$ cat config.mk
export PLATFORM = sky130hd
export DESIGN_NAME = wtree_mul
export DESIGN_NICKNAME = d
export VERILOG_FILES = /design/src/rtl/wtm_pkg.sv /design/src/rtl/wtm_ppgen.sv /design/src/rtl/wtm_csa.sv /design/src/rtl/wtm_cla.sv /design/src/rtl/wtree_mul.sv
export SDC_FILE = /design/constraint.sdc
export NUM_CORES = 1
export LEC_CHECK = 0
export CAP_MARGIN = 10
export CORE_UTILIZATION = 25
export CTS_CLUSTER_SIZE = 8
export DETAILED_ROUTE_END_ITERATION = 6
export PLACE_DENSITY_LB_ADDON = 0.2
export SKIP_CTS_REPAIR_TIMING = 1
export SLEW_MARGIN = 20
export SYNTH_ARGS = -nofsm -noshare
export SYNTH_HDL_FRONTEND = slang
export SYNTH_SLANG_ARGS = --single-unit
$ cat constraint.sdc
create_clock -name clk -period 15.8 [get_ports clk]
set_input_delay 1.58 -clock clk [delete_from_list [all_inputs] [get_ports clk]]
set_output_delay 1.58 -clock clk [all_outputs]
set_load 0.05 [all_outputs]
$ cat src/rtl/wtm_pkg.sv
package wtm_pkg;
  localparam int unsigned MUL_W   = 8;
  localparam int unsigned PROD_W  = 2 * MUL_W;
  localparam int unsigned LA_GRP  = 4;

  typedef logic [PROD_W-1:0] tree_t;

  // Bitwise sum output of a 3:2 compressor.
  function automatic tree_t xor3(input tree_t x, input tree_t y, input tree_t z);
    return x ^ y ^ z;
  endfunction

  // Bitwise majority, the unshifted carry of a 3:2 compressor.
  function automatic tree_t maj3(input tree_t x, input tree_t y, input tree_t z);
    return (x & y) | (x & z) | (y & z);
  endfunction
endpackage

$ cat src/rtl/wtm_ppgen.sv
module wtm_ppgen
  import wtm_pkg::*;
#(
  parameter int unsigned OP_W = MUL_W
) (
  input  logic [OP_W-1:0] mcand,
  input  logic [OP_W-1:0] mplier,
  output tree_t           pp [OP_W]
);
  for (genvar i = 0; i < OP_W; i++) begin : g_row
    assign pp[i] = mplier[i] ? (tree_t'(mcand) << i) : '0;
  end
endmodule

$ cat src/rtl/wtm_csa.sv
module wtm_csa
  import wtm_pkg::*;
(
  input  tree_t x,
  input  tree_t y,
  input  tree_t z,
  output tree_t sum,
  output tree_t carry_sh
);
  // Carry leaves already moved one place up, ready for the next stage.
  assign sum      = xor3(x, y, z);
  assign carry_sh = maj3(x, y, z) << 1;
endmodule

$ cat src/rtl/wtm_cla.sv
module wtm_cla #(
  parameter int unsigned W = 16,
  parameter int unsigned G = 4
) (
  input  logic [W-1:0] x,
  input  logic [W-1:0] y,
  output logic [W-1:0] sum
);
  localparam int unsigned NG = W / G;

  logic [W-1:0]  p;
  logic [W-2:0]  g;
  logic [NG-2:0] grp_g;
  logic [NG-2:0] grp_p;
  logic [NG-1:0] c_grp;

  assign p = x ^ y;
  assign g = x[W-2:0] & y[W-2:0];

  // Second lookahead level: carry into each group.
  assign c_grp[0] = 1'b0;
  for (genvar k = 1; k < NG; k++) begin : g_lvl2
    assign c_grp[k] = grp_g[k-1] | (grp_p[k-1] & c_grp[k-1]);
  end

  for (genvar k = 0; k < NG; k++) begin : g_grp
    logic [G-1:0] cin_v;

    if (k < NG - 1) begin : g_la
      logic gg_k;
      logic gp_k;
      always_comb begin
        gg_k = 1'b0;
        gp_k = 1'b1;
        for (int j = 0; j < G; j++) begin
          gg_k = g[k*G+j] | (p[k*G+j] & gg_k);
          gp_k = gp_k & p[k*G+j];
        end
      end
      assign grp_g[k] = gg_k;
      assign grp_p[k] = gp_k;
    end

    always_comb begin
      cin_v[0] = c_grp[k];
      for (int j = 1; j < G; j++) begin
        cin_v[j] = g[k*G+j-1] | (p[k*G+j-1] & cin_v[j-1]);
      end
    end

    assign sum[k*G +: G] = p[k*G +: G] ^ cin_v;
  end
endmodule

$ cat src/rtl/wtree_mul.sv
module wtree_mul
  import wtm_pkg::*;
#(
  parameter int unsigned OP_W = MUL_W,
  parameter int unsigned GRP  = LA_GRP
) (
  input  logic              clk,
  input  logic              rst_n,
  input  logic              in_valid,
  input  logic [OP_W-1:0]   a,
  input  logic [OP_W-1:0]   b,
  output logic              out_valid,
  output logic [2*OP_W-1:0] product
);
  localparam int unsigned PW = 2 * OP_W;

  logic [OP_W-1:0] a_q;
  logic [OP_W-1:0] b_q;
  logic            v_q;

  always_ff @(posedge clk or negedge rst_n) begin
    if (!rst_n) begin
      a_q <= '0;
      b_q <= '0;
      v_q <= 1'b0;
    end else begin
      v_q <= in_valid;
      if (in_valid) begin
        a_q <= a;
        b_q <= b;
      end
    end
  end

  tree_t pp [OP_W];

  wtm_ppgen #(.OP_W(OP_W)) i_ppgen (
    .mcand (a_q),
    .mplier(b_q),
    .pp    (pp)
  );

  // Fixed reduction schedule; later stages fold earlier sums back in.
  tree_t s1, c1, s2, c2, s3, c3, s4, c4, s5, c5, s6, c6;

  wtm_csa i_csa1 (.x(pp[0]), .y(pp[1]), .z(pp[2]), .sum(s1), .carry_sh(c1));
  wtm_csa i_csa2 (.x(pp[3]), .y(pp[4]), .z(pp[5]), .sum(s2), .carry_sh(c2));
  wtm_csa i_csa3 (.x(pp[6]), .y(pp[7]), .z(s1),    .sum(s3), .carry_sh(c3));
  wtm_csa i_csa4 (.x(s2),    .y(c1),    .z(c2),    .sum(s4), .carry_sh(c4));
  wtm_csa i_csa5 (.x(s3),    .y(s4),    .z(c3),    .sum(s5), .carry_sh(c5));
  wtm_csa i_csa6 (.x(s5),    .y(c5),    .z(c4),    .sum(s6), .carry_sh(c6));

  // Named events for the checker.
  logic [PW-1:0] fin_sum;
  logic [PW-1:0] fin_car;
  logic [PW-1:0] cla_sum;

  assign fin_sum = s6;
  assign fin_car = c6;

  wtm_cla #(.W(PW), .G(GRP)) i_cla (
    .x  (fin_sum),
    .y  (fin_car),
    .sum(cla_sum)
  );

  always_ff @(posedge clk or negedge rst_n) begin
    if (!rst_n) begin
      out_valid <= 1'b0;
      product   <= '0;
    end else begin
      out_valid <= v_q;
      if (v_q) begin
        product <= cla_sum;
      end
    end
  end
endmodule

Word-level counts from Yosys, hierarchy flattened
Cells that the tools add are included.
W data, S select, Z words.

word-level totals
  bits in registers = 34
  output and inout bits = 17
  bits of input ports = 19

cells by class
  bitwise logic cells = 94
  mux-type cells = 8

operators by type and width
  kind              count
  $and A15 B15 Y15  11
  $or A15 B15 Y15   10
  $xor A16 B16 Y16  5
  $and A14 B15 Y15  2
  $and A1 B1 Y1     26
  $or A1 B1 Y1      20
  $xor A13 B16 Y16  1
  $xor A15 B16 Y16  1
  $xor A4 B4 Y4     4
  $mux W15          1
  $or A15 B10 Y15   1
  $or A15 B13 Y15   1
  $xor A14 B15 Y15  1
  $xor A15 B10 Y15  1
  $mux W14          1
  $and A11 B13 Y13  1
  $and A12 B13 Y13  1
  $mux W13          1
  $xor A12 B13 Y13  1
  $and A11 B12 Y12  1
  $mux W12          1
  $xor A11 B12 Y12  1
  $mux W11          1
  $and A8 B10 Y10   1
  7 further kinds   7

Logic depth before layout (Yosys ltp)
Gate-level depths: netlist (run 1).

  depth in word-level cells = 30
  mapped depth = 19
  gate-level depth less buffers = 19

Modules after synthesis
A second synthesis (run 1) with hierarchy kept.

second synthesis, totals
  cells, all modules = 352
  area, all modules = 4767.1 um2

by module, submodules not included
  module     instances  area each (um2)  seq. area each (um2)  cells an instance
  wtm_csa    6          335.3            0.0                   18
  wtree_mul  1          1348.8           850.8                 70
  wtm_ppgen  1          884.6            0.0                   129
  wtm_cla    1          521.8            0.0                   45

Worst setup path before layout (run 1)
No wires, ideal clock.

  path type = register -> register
  start = reg a_q[4]
  end = reg product[14]
  library setup time = 0.125 ns
  required time = 15.675 ns
  stages on the path, launching flop included = 19
  path slack = 10.128 ns
  data arrival time = 5.547 ns
  path buffers = 1
  cell sequence = dfrtp_1 clkbuf_1 nand2_1 fa_1 fa_1 inv_1 ha_1 inv_1 fa_1 inv_1 fa_1 fa_1 fa_1 a21oi_1 o21ai_0 fa_1 fa_1 fa_1 mux2_4

between the ends
  longest elaborated chain between the ends = 25

RTL lines
  item                                                              RTL line                      text
  start, declared                                                   wtree_mul.sv:17               logic [OP_W-1:0] a_q;
  start signal, assigned                                            wtree_mul.sv:23               a_q <= '0;
  start signal, assigned                                            wtree_mul.sv:29               a_q <= a;
  $mux W10 (tied with other cells)                                  wtm_ppgen.sv:11               assign pp[i] = mplier[i] ? (tree_t'(mcand) << i) : '0;
  $and A8 B10 Y10 (tied with other cells)                           wtm_pkg.sv:15                 return (x & y) | (x & z) | (y & z);
  $or A15 B15 Y15 or $xor A9 B10 Y10 (tied branches)                wtm_pkg.sv:15, wtm_pkg.sv:10
  $or A15 B10 Y15 or $and A14 B15 Y15 (tied branches)               wtm_pkg.sv:15
  $xor A13 B16 Y16 or $or A15 B15 Y15 (tied branches)               wtm_pkg.sv:10, wtm_pkg.sv:15
  $xor A16 B16 Y16 or $or A15 B15 Y15 (tied branches)               wtm_pkg.sv:10, wtm_pkg.sv:15
  $and A15 B15 Y15 or $xor A15 B16 Y16 (tied branches)              wtm_pkg.sv:15, wtm_pkg.sv:10
  $or A15 B15 Y15 or $xor A16 B16 Y16 (tied branches) (2 in a row)  wtm_pkg.sv:15, wtm_pkg.sv:10
  (+9 left out)                                                     -
  $or A1 B1 Y1 or $and A1 B1 Y1 (tied branches)                     wtm_cla.sv:36, wtm_cla.sv:23
  $or A1 B1 Y1                                                      wtm_cla.sv:23                 assign c_grp[k] = grp_g[k-1] | (grp_p[k-1] & c_grp[k-1]);
  $and A1 B1 Y1                                                     wtm_cla.sv:47                 cin_v[j] = g[k*G+j-1] | (p[k*G+j-1] & cin_v[j-1]);
  $or A1 B1 Y1                                                      wtm_cla.sv:47
  $and A1 B1 Y1                                                     wtm_cla.sv:47
  $or A1 B1 Y1                                                      wtm_cla.sv:47
  $xor A4 B4 Y4 (*)                                                 wtm_cla.sv:51                 assign sum[k*G +: G] = p[k*G +: G] ^ cin_v;
  named net cla_sum[14]                                             wtree_mul.sv:56               logic [PW-1:0] cla_sum;
  end signal, assigned                                              wtree_mul.sv:74               product <= cla_sum;
  end, declared                                                     wtree_mul.sv:13               output logic [2*OP_W-1:0] product

Mark *: on every way through the listed nets, which the timed path passes. The rest lies on a longest branch.
A chain may end at the register's enable or synchronous reset.

Worst setup path after layout (run 1)
  start = reg a_q[0]
  end = reg product[14]

between the ends
  longest elaborated chain between the ends = 27

RTL lines
  item                                                 RTL line
  $mux W10 or $mux W9 (tied branches)                  wtm_ppgen.sv:11
  $and A8 B10 Y10 (tied with other cells)              wtm_pkg.sv:15
  $or A15 B15 Y15 or $xor A9 B10 Y10 (tied branches)   wtm_pkg.sv:15, wtm_pkg.sv:10
  $or A15 B10 Y15 or $and A14 B15 Y15 (tied branches)  wtm_pkg.sv:15
  $xor A13 B16 Y16 or $or A15 B15 Y15 (tied branches)  wtm_pkg.sv:10, wtm_pkg.sv:15
  $xor A16 B16 Y16 or $or A15 B15 Y15 (tied branches)  wtm_pkg.sv:10, wtm_pkg.sv:15
  $and A15 B15 Y15                                     wtm_pkg.sv:15
  $or A15 B15 Y15 (2 in a row)                         wtm_pkg.sv:15
  (+11 left out)                                       -
  $and A1 B1 Y1                                        wtm_cla.sv:23
  $or A1 B1 Y1 (*)                                     wtm_cla.sv:23
  $and A1 B1 Y1 (*)                                    wtm_cla.sv:47
  $or A1 B1 Y1 (*)                                     wtm_cla.sv:47
  $and A1 B1 Y1 (*)                                    wtm_cla.sv:47
  $or A1 B1 Y1 (*)                                     wtm_cla.sv:47
  $xor A4 B4 Y4 (*)                                    wtm_cla.sv:51
  named net cla_sum[14]                                wtree_mul.sv:56

Marks and branches as above.

==> results by group, run 1 <==
Timing
  • Endpoints failing hold: 0
  • Fin crit share: 38.0%
  • Worst slew pin tran: 0.955 ns
  • Setup Viol. Count Final: 0
  • Worst slew margin: 36.1%
  • Post-Route Setup TNS: 0 ns
  • Minimum clock period: 6.01 ns
  • FMAX: 166 MHz
  • Max Slew Vio Count: 0
  • Final Skew: 0.00554 ns
  • Post-route setup slack: about 9.8 ns
  • RSZ-0062 raised after global routing: no

Power
  • Pwr Total: 0.000647 W
  • Pwr/cell area: 172 mW/mm2
  • Worst ir drop on vdd: 0.0656 mV
  • Leakage Power: 1.78 nW

Logic synthesis
  • Unique cell type count in the Yosys netlist: 18
  • Synth Instances: approximately 250
  • Syn Nets: 345
  • Post-Syn Area: 0.00309 mm2
  • Mean post-synth cell area: 12.2 um2
  • Ys Warns: 0
  • Yosys reg bits: 34
  • Sequential area share after synthesis: ~28%

Clock network
  • Sink Count: 34
  • H-tree lvl count: 2
  • Clock-pin slew on the worst setup and hold paths: 0.06 ns
  • Bufs on Longest Clock Path: 2
  • CTS tree: yes
  • Clk_lat worst skew: about 0.28 ns
  • CTS Buf Count: 5
  • CTS Root Buffer Type: clkbuf_16

Die
  • Die span in y: roughly 110 um
  • # rows: 40
  • Die width: 113 um
  • Starting density of the core: about a quarter
  • I/O pin cnt: 36
  • Total die area: 0.0128 mm2
  • Core Area: 0.0120 mm2

Place
  • PortBufs: 35
  • Final GP Congestion: around 0.81
  • HPWL after DPL: between 4000 and 5000 um
  • Place WS: 9.73 ns

Setup path
  • Reg-to-reg endpoint: product[14]
  • Crit path cell chain: nand2_1 > fa_1 > fa_1 > inv_1 > ha_1 > inv_1 > fa_1 > inv_1 > fa_1 > fa_1 > fa_1 > a21oi_1 > o21ai_0 > fa_1 > fa_1 > fa_1 > mux2_4
  • Most frequent CP cell: fa_1
  • CP delay by family, top: adder cells
  • Max stage delay on crit path: between 0.5 and 0.6 ns
  • CP Max Fanout: 9
  • CP Class: reg -> reg
  • CP startpoint kind: flip-flop
  • Reg2Reg Setup Slack: 9.79 ns
  • Crit path capture: product[14]
  • Worst Reg-to-Reg Cells: 17
  • Worst setup EP type: flip-flop
  • Slowest stage cell, crit path: fa_1
  • Critical Path AT: 6.17 ns
  • Critical Path RT: between 15 and 20 ns
  • Reg2reg start: a_q[0]
  • Crit path depth: 17
  • CP Launch Point: a_q[0]
  • Worst Path Buf+Inv: 3

Job
  • Max-cap viol count: 0

GRT
  • Largest net degree at the start of global routing: 35
  • Busiest grt layer: met2
  • Vias in the first global route: 2,050
  • Grt met3 use: 2.09%
  • GRT Overall Usage: 10.5%
  • Met2 Usage GRT: 19.3%
  • First-pass GRT wire length: 10,400 um
  • Routing usage on met1: 12.8%
  • Initial antenna violation count: 0
  • Grt total ovfl: 0

Route
  • First-iteration detailed-routing DRC count: 36
  • Post-route ant nets: 0
  • Vias/cell: 4.19
  • DRC Markers: 0
  • Drt pass-1 iters: 3
  • Vias: 1,841
  • Routed length per instance: 13.8 um
  • Routed WL: 6060 um

Finish
  • ANT cells: 0
  • Fraction of layout cells with a size suffix above 1: 13.0%
  • # nets final: 382
  • P&R area growth vs syn: 21.6%
  • Final core utilization: 31.3%

Min path
  • Worst min-delay path class: reg -> reg

Outcome
  • Status: complete, no violations
## sequential cells by signal (all words and copies together) (netlist names)
register,count
b_q,8
a_q,8
product,16
out_valid,1
v_q,1
## layer usage
layer,wire [um],part of all wire (%)
met5,0,0
met1,2670,44
met4,39,0.64
met3,149,2.5
met2,3200,53
## synth_stat cells
cell,n,share of area [%]
o21ai_0,2,0.32
dfrtp_1,34,28
nor2_1,2,0.24
and2_1,41,8.3
buf_8,1,0.49
buf_6,2,0.73
mux2_4,14,6.8
a21o_1,1,0.24
xnor2_1,2,0.57
nand3_1,2,0.32
a21oi_1,4,0.65
nand2_1,22,2.7
buf_12,1,0.65
clkbuf_1,1,0.12
inv_1,38,4.6
ha_1,26,11
mux2_2,15,5.5
fa_1,46,30
## worst min path at each step
stage                          start    endpoint  slack [ns]  depth (start not counted)
after global routing      product[6]  product[6]        0.53                          1
after global placement    product[6]  product[6]        0.49                          1
after detailed placement  product[6]  product[6]        0.50                          1
final                     product[6]  product[6]        0.51                          1
after CTS                 product[6]  product[6]        0.51                          1
after floorplan                  v_q   out_valid        0.37                          0
## layout make-up
| cell class | count | area, um2 |
|---|---|---|
| clock inverter | 2 | 60.1 |
| sequential | 34 | 851 |
| clock buffer | 6 | 139 |
| inverter | 38 | 143 |
| tap | 147 | 184 |
| fill | 1253 | 8250 |
| multi-input combinational | 177 | 2040 |
| timing repair buffer | 35 | 345 |
## power breakdown
part           internal [W]  leakage [nW]  total, W  switching [W]
Clock             0.0000948        0.0971  0.000135      0.0000407
Sequential         0.000112         0.401  0.000133      0.0000208
Combinational      0.000178          1.28  0.000378       0.000200
## layout by cell type, fill, tap and decap left out
| master | instances |
|---|---|
| fa_1 | 46 |
| and2_1 | 41 |
| inv_1 | 38 |
| dfrtp_1 | 34 |
| clkdlybuf4s50_1 | 34 |
| ha_1 | 26 |
| nand2_1 | 22 |
| mux2_2 | 15 |
| mux2_4 | 14 |
| clkbuf_16 | 5 |
| a21oi_1 | 4 |
| nand3_1 | 2 |
| o21ai_0 | 2 |
| xnor2_1 | 2 |
| nor2_1 | 2 |
| bufinv_16 | 2 |
| a21o_1 | 1 |
| clkbuf_8 | 1 |
| buf_2 | 1 |
## cell families after synthesis
family / share of synthesized area (%)
adder cells (fa/ha/maj): 40.3
AND/OR/NAND/NOR: 11.5
buffers and inverters: 6.60
AO/OA/AOI/OAI: 1.21
flip-flops: 27.5
XOR/XNOR: 0.567
multiplexers: 12.3
## through the flow
step,hold slack (ns),instances,cell area [um2]
final,0.506,439,3760
after global routing,0.529,439,3760
after CTS,0.512,439,3760
after detailed placement,0.498,431,3560
after global placement,0.493,431,3560
after floorplan,0.374,254,3090
## worst reg2reg max path, cell delays in order, from the launching register on
cell	delay [ns]
dfrtp_1	0.51
nand2_1	0.13
fa_1	0.52
fa_1	0.49
inv_1	0.04
ha_1	0.26
inv_1	0.05
fa_1	0.47
inv_1	0.05
fa_1	0.39
fa_1	0.46
fa_1	0.48
a21oi_1	0.21
o21ai_0	0.16
fa_1	0.47
fa_1	0.47
fa_1	0.49
mux2_4	0.26
Note: power is estimated with default switching activity, not from simulation.
==> run 2: changes to the inputs <==
==> constraint.sdc (replaced) <==
create_clock -name clk -period 6 [get_ports clk]
set_input_delay 0.6 -clock clk [delete_from_list [all_inputs] [get_ports clk]]
set_output_delay 0.6 -clock clk [all_outputs]
set_load 0.05 [all_outputs]
==> run 2 against run 1 <==
  * Cell area is 0.37% higher
  * Non-clock buffer count is 9 higher
  * Sequential power grew to 2.6 times the previous value
  * Flip-flop and latch count stayed put
  * Sequential share of layout area hardly changed
  * Power grew to 2.5 times the previous value
  * Clock power is 90% higher
  * Combinational power grew to 2.8 times the previous value
  * Utilization is 0.11 points higher
  * Clock skew is 0.0012 ns higher
  * Clock-buffer cell count is 1 lower
==> results by group, run 2 (synthesis results as in run 1) <==
Place
  • Place WS: -0.0117 ns
  • PortBufs: 35
  • Final GP Congestion: 0.771
  • HPWL after DPL: 4850 um

Clock network
  • H-tree lvl count: 2
  • Clk_lat worst skew: 0.28 ns
  • CTS tree: yes
  • CTS Root Buffer Type: clkbuf_16
  • CTS Buf Count: 5
  • Clock-pin slew on the worst setup and hold paths: 0.06 ns
  • Sink Count: 34
  • Bufs on Longest Clock Path: 2

Timing
  • FMAX: 176 MHz
  • Endpoints failing hold: 0
  • RSZ-0062 raised after global routing: no
  • Final Skew: 0.00673 ns
  • Setup Viol. Count Final: 0
  • Minimum clock period: 5.69 ns
  • Post-Route Setup TNS: 0 ns
  • Worst slew pin tran: 0.953 ns
  • Worst slew margin: 36.2%
  • Max Slew Vio Count: 0
  • Fin crit share: 94.8%
  • Post-route setup slack: 0.312 ns

Setup path
  • CP Max Fanout: 9
  • Critical Path AT: slightly below 6 ns
  • CP Class: reg -> reg
  • Critical Path RT: between 6 and 7 ns
  • Reg2Reg Setup Slack: approximately 0.31 ns
  • Reg2reg start: a_q[1]
  • CP Launch Point: a_q[1]
  • Worst Reg-to-Reg Cells: 15
  • Worst setup EP type: flip-flop
  • Reg-to-reg endpoint: product[14]
  • CP startpoint kind: flip-flop

Die
  • Die width: 113 um
  • Starting density of the core: 25.7%
  • Total die area: 0.0128 mm2
  • I/O pin cnt: 36
  • Die span in y: 113 um
  • Core Area: 0.0120 mm2
  • # rows: 40

Route
  • DRC Markers: 0
  • Routed length per instance: approximately 14 um
  • Drt pass-1 iters: 4
  • First-iteration detailed-routing DRC count: 31
  • Routed WL: 6270 um
  • Post-route ant nets: 0
  • Vias/cell: 4.24
  • Vias: about 1,900

Finish
  • Register area: about 850 um2
  • P&R area growth vs syn: 22.0%
  • ANT cells: 0
  • Max FFs per register: 16
  • Fill count: approximately 1,300
  • Leading cell type in the layout, fill and taps excluded: fa_1
  • Most frequent cells in the layout: fa_1, and2_1, inv_1, clkdlybuf4s50_1, dfrtp_1
  • Fraction of layout cells with a size suffix above 1: ~17%
  • Top Registers: product: 16 flops, a_q: 8 flops, b_q: 8 flops
  • Multi-input gate area: 0.00204 mm2
  • Top reg by flops: product
  • # nets final: 391

Job
  • Max-cap viol count: 0

GRT
  • First-pass GRT wire length: 10,800 um
  • GRT Overall Usage: about 11%
  • Initial antenna violation count: 0
  • Largest net degree at the start of global routing: 35
  • Grt total ovfl: 0
  • Vias in the first global route: 2,197

Power
  • Pwr/cell area: 434 mW/mm2
  • Pwr Total: 0.00164 W
  • Worst ir drop on vdd: 0.202 mV
  • Leakage Power: ~1.8 nW

Outcome
  • Status: complete, no violations

Min path
  • Worst min-delay path class: in -> async
-- run 2: cell count changes in the layout (fill, tap and decap cells not counted), moves of 2 or more --
cell and delta:
buf_4 +9, dfrtp_1 -3, dfrtp_2 +3, bufinv_16 -2, clkinv_2 +2
-- run 2: per-stage QoR --
stage | hold slack (ns) | instance area, um2 | utilization (%) | cells
after floorplan | 0.304 | 3090 | - | 254
after global placement | 0.497 | 3630 | 30.2 | 440
after detailed placement | 0.501 | 3630 | 30.2 | 440
after CTS | 0.458 | 3760 | 31.3 | 447
after global routing | 0.478 | 3770 | 31.4 | 447
final | 0.407 | 3770 | 31.4 | 447
-- run 2: critical path, stage by stage (launching register included) --
cell and delay, ns:
dfrtp_2 0.46, and2_1 0.19, fa_1 0.43, ha_1 0.31, ha_1 0.31, fa_1 0.43
ha_1 0.21, fa_1 0.45, fa_1 0.45, fa_2 0.39, a21oi_2 0.16, o21ai_1 0.12
fa_1 0.46, fa_1 0.46, fa_1 0.49, mux2_4 0.26
-- run 2: power breakdown --
part           switching, W  total (W)  internal, W
Combinational      0.000550    0.00104     0.000486
Clock              0.000107   0.000257     0.000150
Sequential        0.0000475   0.000344     0.000296
-- run 2: worst max path at each step --
stage	to	depth (start not counted)
6_report	product[14]	15
3_5_place_dp	product[14]	17
5_1_grt	product[15]	16
2_1_floorplan	product[14]	18
4_1_cts	product[14]	15
3_3_place_gp	product[14]	15
-- run 2: per-layer routing --
| metal | track usage (%) | part of all wire [%] |
|---|---|---|
| met4 | 3.16 | 0.93 |
| met5 | 0 | 0 |
| met2 | 18.3 | 51 |
| met1 | 14.2 | 45 |
| met3 | 2.25 | 2.8 |
-- run 2: area by class of cell --
class / instances / share of cell area, %
well taps: 147 / 4.88
inverters: 38 / 3.78
clock inverters: 2 / 0.265
flip-flops and latches: 34 / 22.7
repair buffers: 44 / 10.9
multi-input cells: 177 / 54.2
clock buffers: 5 / 3.32
